--- src/rtl/pm_pkg.sv ---
package pm_pkg;
   localparam int PM_CLS_W  = 3;
   localparam int PM_CODE_W = PM_CLS_W + 1;
   localparam int PM_NSLOT  = 10;

   typedef enum logic [1:0] {
      RSN_OK   = 2'b00,
      RSN_DUP  = 2'b01,
      RSN_MODE = 2'b10
   } pm_reason_e;

   localparam logic [PM_CLS_W-1:0] CLS_WHOLE = 3'd0;
   localparam logic [PM_CLS_W-1:0] CLS_EXT   = 3'd3;
   localparam logic [PM_CLS_W-1:0] CLS_IN0   = 3'd4;
endpackage

--- src/rtl/pm_reg_decode.sv ---
module pm_reg_decode
   import pm_pkg::*;
#(
   parameter int CLS_W  = PM_CLS_W,
   parameter int NSLOT  = PM_NSLOT,
   localparam int CODE_W = CLS_W + 1
) (
   input  logic [CODE_W-1:0] code,
   input  logic              en,
   output logic [NSLOT-1:0]  slot_we,
   output logic              is_acc,
   output logic              side
);
   logic [CLS_W-1:0] cls;

   assign cls    = code[CODE_W-1:1];
   assign side   = code[0];
   assign is_acc = (cls <= CLS_W'(CLS_EXT));

   if (CLS_W < 3) begin : g_chk_cls
      $error("pm_reg_decode: class field needs at least 3 bits");
   end
   if (NSLOT != 10) begin : g_chk_slot
      $error("pm_reg_decode: slot map is fixed at 10 entries");
   end

   for (genvar s = 0; s < NSLOT; s++) begin : g_slot
      localparam bit ACC  = (s < 6);
      localparam int SIDE = ACC ? (s / 3) : ((s - 6) / 2);
      localparam int PART = ACC ? (s % 3) : ((s - 6) % 2);
      if (ACC) begin : g_acc
         assign slot_we[s] = en && (side == 1'(SIDE)) &&
                             ((cls == CLS_W'(CLS_WHOLE)) || (cls == CLS_W'(PART + 1)));
      end else begin : g_inp
         assign slot_we[s] = en && (side == 1'(SIDE)) &&
                             (cls == CLS_W'(CLS_IN0 + PART));
      end
   end

   always_comb begin
      a_r11_reserved_quiet: assert (!(cls > CLS_W'(CLS_IN0 + 1)) || slot_we == '0);
   end
endmodule

--- src/rtl/pm_mode_check.sv ---
module pm_mode_check #(
   parameter int MODE_W        = 3,
   parameter int MODE_LONG_ABS = 6,
   parameter int MODE_LONG_IMM = 7
) (
   input  logic              move_class,
   input  logic [MODE_W-1:0] ea_mode,
   output logic              mode_bad
);
   if (MODE_LONG_ABS >= (1 << MODE_W) || MODE_LONG_IMM >= (1 << MODE_W)) begin : g_chk
      $error("pm_mode_check: long mode codes do not fit the mode field");
   end

   logic is_long;
   assign is_long  = (ea_mode == MODE_W'(MODE_LONG_ABS)) || (ea_mode == MODE_W'(MODE_LONG_IMM));
   assign mode_bad = move_class && is_long;

   always_comb begin
      a_r8_class1_any_mode: assert (move_class || !mode_bad);
   end
endmodule

--- src/rtl/pm_overlap_check.sv ---
module pm_overlap_check (
   input  logic alu_wr_acc,
   input  logic alu_acc_sel,
   input  logic d1_en,
   input  logic d1_is_acc,
   input  logic d1_side,
   input  logic d2_is_acc,
   input  logic d2_side,
   output logic dup
);
   logic hit1, hit2;
   assign hit1 = d1_en && d1_is_acc && (d1_side == alu_acc_sel);
   assign hit2 = d2_is_acc && (d2_side == alu_acc_sel);
   assign dup  = alu_wr_acc && (hit1 || hit2);

   always_comb begin
      a_r12_no_alu_no_dup: assert (alu_wr_acc || !dup);
   end
endmodule

--- src/rtl/pm_move_legality.sv ---
module pm_move_legality
   import pm_pkg::*;
#(
   parameter int CLS_W         = PM_CLS_W,
   parameter int MODE_W        = 3,
   parameter int MODE_LONG_ABS = 6,
   parameter int MODE_LONG_IMM = 7,
   localparam int CODE_W = CLS_W + 1,
   localparam int NSLOT  = PM_NSLOT
) (
   input  logic              alu_wr_acc,
   input  logic              alu_acc_sel,
   input  logic              move_class,
   input  logic [CODE_W-1:0] p1_reg,
   input  logic              p1_to_reg,
   input  logic [CODE_W-1:0] p2_dst,
   input  logic [MODE_W-1:0] ea_mode,
   output logic              illegal,
   output logic [1:0]        reason,
   output logic [NSLOT-1:0]  p1_we,
   output logic [NSLOT-1:0]  p2_we
);
   logic             p1_en;
   logic [NSLOT-1:0] raw1, raw2;
   logic             acc1, side1, acc2, side2;
   logic             dup, mode_bad;

   assign p1_en = !move_class && p1_to_reg;

   pm_reg_decode #(.CLS_W(CLS_W), .NSLOT(NSLOT)) u_dec1 (
      .code(p1_reg), .en(p1_en), .slot_we(raw1), .is_acc(acc1), .side(side1));

   pm_reg_decode #(.CLS_W(CLS_W), .NSLOT(NSLOT)) u_dec2 (
      .code(p2_dst), .en(1'b1), .slot_we(raw2), .is_acc(acc2), .side(side2));

   pm_overlap_check u_ovl (
      .alu_wr_acc(alu_wr_acc), .alu_acc_sel(alu_acc_sel),
      .d1_en(p1_en), .d1_is_acc(acc1), .d1_side(side1),
      .d2_is_acc(acc2), .d2_side(side2), .dup(dup));

   pm_mode_check #(.MODE_W(MODE_W), .MODE_LONG_ABS(MODE_LONG_ABS),
                   .MODE_LONG_IMM(MODE_LONG_IMM)) u_mode (
      .move_class(move_class), .ea_mode(ea_mode), .mode_bad(mode_bad));

   always_comb begin
      if (dup)           reason = RSN_DUP;
      else if (mode_bad) reason = RSN_MODE;
      else               reason = RSN_OK;
   end

   assign illegal = dup || mode_bad;
   assign p1_we   = illegal ? '0 : raw1;
   assign p2_we   = illegal ? '0 : raw2;

   always_comb begin
      a_r10_we_low_when_illegal: assert (!illegal || (p1_we == '0 && p2_we == '0));
      a_r9_dup_priority: assert (!(dup && mode_bad) || reason == RSN_DUP);
      a_r4_class2_path1_quiet: assert (!move_class || p1_we == '0);
      a_r13_reason_tracks_flag: assert (illegal == (reason != RSN_OK));
   end
endmodule

--- config.mk ---
export PLATFORM = sky130hd
export DESIGN_NAME = pm_move_legality
export DESIGN_NICKNAME = d
export VERILOG_FILES = /design/src/rtl/pm_pkg.sv /design/src/rtl/pm_reg_decode.sv /design/src/rtl/pm_mode_check.sv /design/src/rtl/pm_overlap_check.sv /design/src/rtl/pm_move_legality.sv
export SDC_FILE = /design/constraint.sdc
export NUM_CORES = 1
export LEC_CHECK = 0
export CAP_MARGIN = 40
export CORE_AREA = 2 2 39 41
export DETAILED_ROUTE_END_ITERATION = 16
export DIE_AREA = 0 0 41 43
export PLACE_DENSITY_LB_ADDON = 0.3
export SLEW_MARGIN = 0
export SYNTH_ARGS = -nofsm -noshare
export SYNTH_HDL_FRONTEND = slang
export SYNTH_SLANG_ARGS = --single-unit
--- constraint.sdc ---
create_clock -name vclk -period 1.8
set_clock_uncertainty 0.1 [all_clocks]
set_input_delay 0.36 -clock vclk [all_inputs]
set_output_delay 0.36 -clock vclk [all_outputs]
set_load 0.005 [all_outputs]
* After elaboration in Yosys (flattened, before gate mapping)
Index checks and enable logic that the tools add are counted. Widths: inputs -> output; s select.
Cells by class: multiplexer cells 4, bitwise operators 2, equality and inequality tests 14, reduce and logical (&&, ||, !) cells 40, $lt $le $gt $ge 2
Operators by type and width (count):
- $logic_and 1x1->1 | 28
- $mux 10 | 2
- $eq 3x3->1 const B | 6
- $eq 3x2->1 const B | 4
- $logic_or 1x1->1 | 9
- $eq 3x1->1 const B | 2
- $le 3x2->1 const B | 2
- $logic_not 3->1 | 2
- $mux 2 | 2
- $eq 1x1->1 | 2
- $not 1->1 | 2
- $logic_not 1->1 | 1
Word-level totals: bits in registers 0, output and inout bits 23

* Longest topological paths before layout
word-level depth 8, gate-level depth with buffers 5, gate-level depth less buffers 3

* Modules after synthesis
A second synthesis with hierarchy kept.
Second synthesis, totals: cells, all modules 73, area total of the unflattened synthesis 563.0 sq um
Modules (own cells, without submodules):
- pm_move_legality | cells each 29, area each 325.3 sq um, times used 1
- pm_reg_decode | cells each 18, area each 96.3 sq um, times used 2
- pm_overlap_check | cells each 7, area each 38.8 sq um, times used 1
- pm_mode_check | cells each 1, area each 6.3 sq um, times used 1

* Worst setup path after synthesis
Ideal clock, no wire load.
path kind input to output, start point in p1_reg[0], end point out p1_we[1], arrival 1.171 ns, slack 0.169 ns, stages on the path 5, cells stage by stage buf_4 xor2_2 o21ai_2 buf_6 nor4_1
On the way: longest elaborated chain between the ends 6
Ends and longest elaborated chain:
- start: declaration | line pm_move_legality.sv:14 | input logic [CODE_W-1:0] p1_reg,
- $eq 1x1->1 | line pm_overlap_check.sv:12 | assign hit1 = d1_en && d1_is_acc && (d1_side == alu_acc_sel);
- $logic_and 1x1->1 | line pm_overlap_check.sv:12
- $logic_or 1x1->1 | line pm_overlap_check.sv:14 | assign dup = alu_wr_acc && (hit1 || hit2);
- $logic_and 1x1->1 | line pm_overlap_check.sv:14
- $logic_or 1x1->1 | line pm_move_legality.sv:51 | assign illegal = dup || mode_bad;
- $mux 10 * | line pm_move_legality.sv:52 | assign p1_we = illegal ? '0 : raw1;
- end: declaration | line pm_move_legality.sv:20 | output logic [NSLOT-1:0] p1_we,
Every way passes the cells marked *; elsewhere a longest branch is shown, timed or not.

* Worst setup path in the final report
start point in p2_dst[3], end point out p1_we[9]
On the way: longest elaborated chain between the ends 6
Ends and longest elaborated chain:
- start: declaration | line pm_move_legality.sv:16 | input logic [CODE_W-1:0] p2_dst,
- $le 3x2->1 | line pm_reg_decode.sv:18 | assign is_acc = (cls <= CLS_W'(CLS_EXT));
- $logic_and 1x1->1 | line pm_overlap_check.sv:13 | assign hit2 = d2_is_acc && (d2_side == alu_acc_sel);
- $logic_or 1x1->1 | line pm_overlap_check.sv:14
- $logic_and 1x1->1 | line pm_overlap_check.sv:14
- $logic_or 1x1->1 | line pm_move_legality.sv:51
- $mux 10 | line pm_move_legality.sv:52
No other way between the ends.

==> results <==
routing by layer:
metal  global-route usage  up-vias  share of wire
met5                    0        -              0
met4              0.02000        0          0.019
met3             0.005236        4          0.025
met2               0.4625       18           0.53
met1               0.3473      350           0.42
li1                     -      329              -
area by class of cell:
| type | count | area share |
|---|---|---|
| Timing Repair Buffer | 67 | 0.4443 |
| Tap cell | 16 | 0.01665 |
| Multi-Input combinational cell | 48 | 0.5359 |
| Inverter | 1 | 0.003122 |
worst min-delay path, stage by stage:
cell and delay (ns):
clkbuf_2 0.09, buf_4 0.13, nor4_2 0.05, clkbuf_2 0.10
power by group:
group	switching, mW	leakage, nW	total [mW]	internal [mW]
logic	0.128	0.524	0.269	0.140
clock network	0	0	0	0
registers	0	0	0	0
logic make-up after synthesis:
logic type	synth area share
AND/OR/NAND/NOR	0.7292
buffers and inverters	0.1146
XOR/XNOR	0.1181
AO/OA/AOI/OAI	0.03819
metrics by stage:
step	setup TNS (ns)	power [mW]	std cells	hold WS, ns	util
floorplan	0	0.06121	52	0.6534	-
global placement	-18.29	0.1480	113	1.673	0.5805
detailed placement	-18.39	0.1499	113	1.670	0.5805
CTS	-0.2224	0.2248	130	0.9969	0.7875
global route	-1.428	0.2812	132	1.007	0.8689
finish	-0.7352	0.2687	132	0.9878	0.8689
path summary, 6_finish.rpt:
kind        to  depth (start not counted)
max   p1_we[9]                          7
min   p1_we[0]                          4
cells in the final DEF, fill, tap and decap left out, types with 2 or more instances in the layout:
cell,netlist,routed
or2_4,0,3
dlygate4sd2_1,0,4
buf_8,0,2
clkbuf_2,0,5
nand2b_4,0,3
nor2_4,0,2
nand2_1,4,4
buf_4,2,13
buf_6,2,20
nor3_2,0,3
nor4_4,0,7
o21ai_4,0,3
nor4_2,1,6
buf_2,0,22
timing repair:
item,CTS,global route
endpoints found under the setup margin,23,22
pin swaps,20,16
cloned,1,0
gates resized for setup,173,33
buffers inserted,16,2
==> flow_metrics.py <==
metrics = {
    "status": {
        "status": "finished, violations left",
        "violations": "setup timing",
    },
    "global_route": {
        "grt_max_degree": 9,
        "grt_usage": 0.2610,
        "grt_pass1_vias": 716,
        "antenna_found_initial": 0,
        "grt_overflow_total": 0,
        "grt_pass1_wl_um": 3277,
    },
    "synthesis": {
        "synth.most_common_cell": "nor4_1",
        "syn_nets": 67,
        "synth_area_um2": 360.3,
        "synthCells": 52,
        "yosysSeqAreaShare": 0,
        "yosys.area.top_type_share": 0.2083,
        "synth_common_cells": "12 x nor4_1, 4 x nand2_1, 4 x nor3_1, 4 x or2_2, 3 x nand2b_1",
        "yosysUniqueCellTypes": 25,
        "synth.area.top_cells": "nor4_1 21%, or2_2 6.9%, buf_6 6.3%",
        "synth_largest_area_cell": "nor4_1",
        "synth_area_per_cell_um2": 6.930,
        "yosys_warnings": 0,
    },
    "cells_and_area": {
        "drive_above_1_share": 0.8879,
        "diodes": 0,
        "clockBufferCount": 0,
        "nFlopsAndLatches": 0,
        "fin_nets": 133,
        "multi_input_area_um2": 644.4,
        "stdcell_area_um2": 1202,
        "syn_to_final_growth_pct": 233.7,
        "seqCellArea_um2": 0,
        "fillers": 65,
    },
    "route": {
        "drtIter0Drc": 4,
        "first_pass_iters": 2,
        "via_per_inst": 5.311,
        "wl_per_cell_um": 17.95,
        "wl_um": 2370,
        "via_count": 701,
        "antenna_left": 0,
        "post-route-drc-count": 0,
    },
    "sta": {
        "setup_ws_ns": -0.1047,
        "setup-violations-final": 16,
        "post-route-period-util": 1.058,
        "min_period_ns": 1.905,
        "rsz0062_at_grt": "yes",
        "hold_viol": 0,
        "slew_violations": 0,
        "worst_pin_slew_ns": 0.2921,
        "clock.fmax_ghz": 0.5250,
        "relSlewSlack": 0.8048,
    },
    "job": {
        "drv_cap": 0,
    },
    "floorplanning": {
        "dieHeight_um": 43,
        "dieWidth_um": 41,
        "initial_utilization": 0.2604,
        "dieArea_um2": 1763,
        "io_pins": 38,
        "num_rows": 14,
        "coreArea_um2": 1384,
    },
    "pwr": {
        "vdd_ir_drop_max_uv": 116.0,
        "powerDensity_nw_per_um2": 223.5,
        "p_leak_nw": 0.5239,
    },
    "critical_path": {
        "max_stage_delay_ns": 0.27,
        "path_class": "in2out",
        "critPathMaxFanout": 8,
        "critPathTopFamily": "buffers and inverters",
        "cp.arrival_ns": 1.44,
        "cp.required_ns": 1.34,
        "path_buf_inv": 4,
        "startpoint": "p2_dst[3]",
        "cp_slowest_cell": "nor2_4",
        "cp_cell_sequence": "clkdlybuf4s15_2, nand2b_4, nor2_4, buf_6, buf_4, nor3_2, buf_2",
        "start_kind": "input pin",
        "end_kind": "output port",
    },
    "hold_path": {
        "hp-start": "p1_reg[2]",
        "hold_class": "in2out",
    },
    "cts": {
        "hold_buffers": 0,
    },
    "placed_design": {
        "post-place-ws_ns": -0.8969,
        "gp_congestion": 0.7150,
        "dp_hpwl_um": 1072,
        "post_dp_cell_area_um2": 803.3,
        "port_buffers": 37,
    },
}
Note: power is estimated with default switching activity, not from simulation.
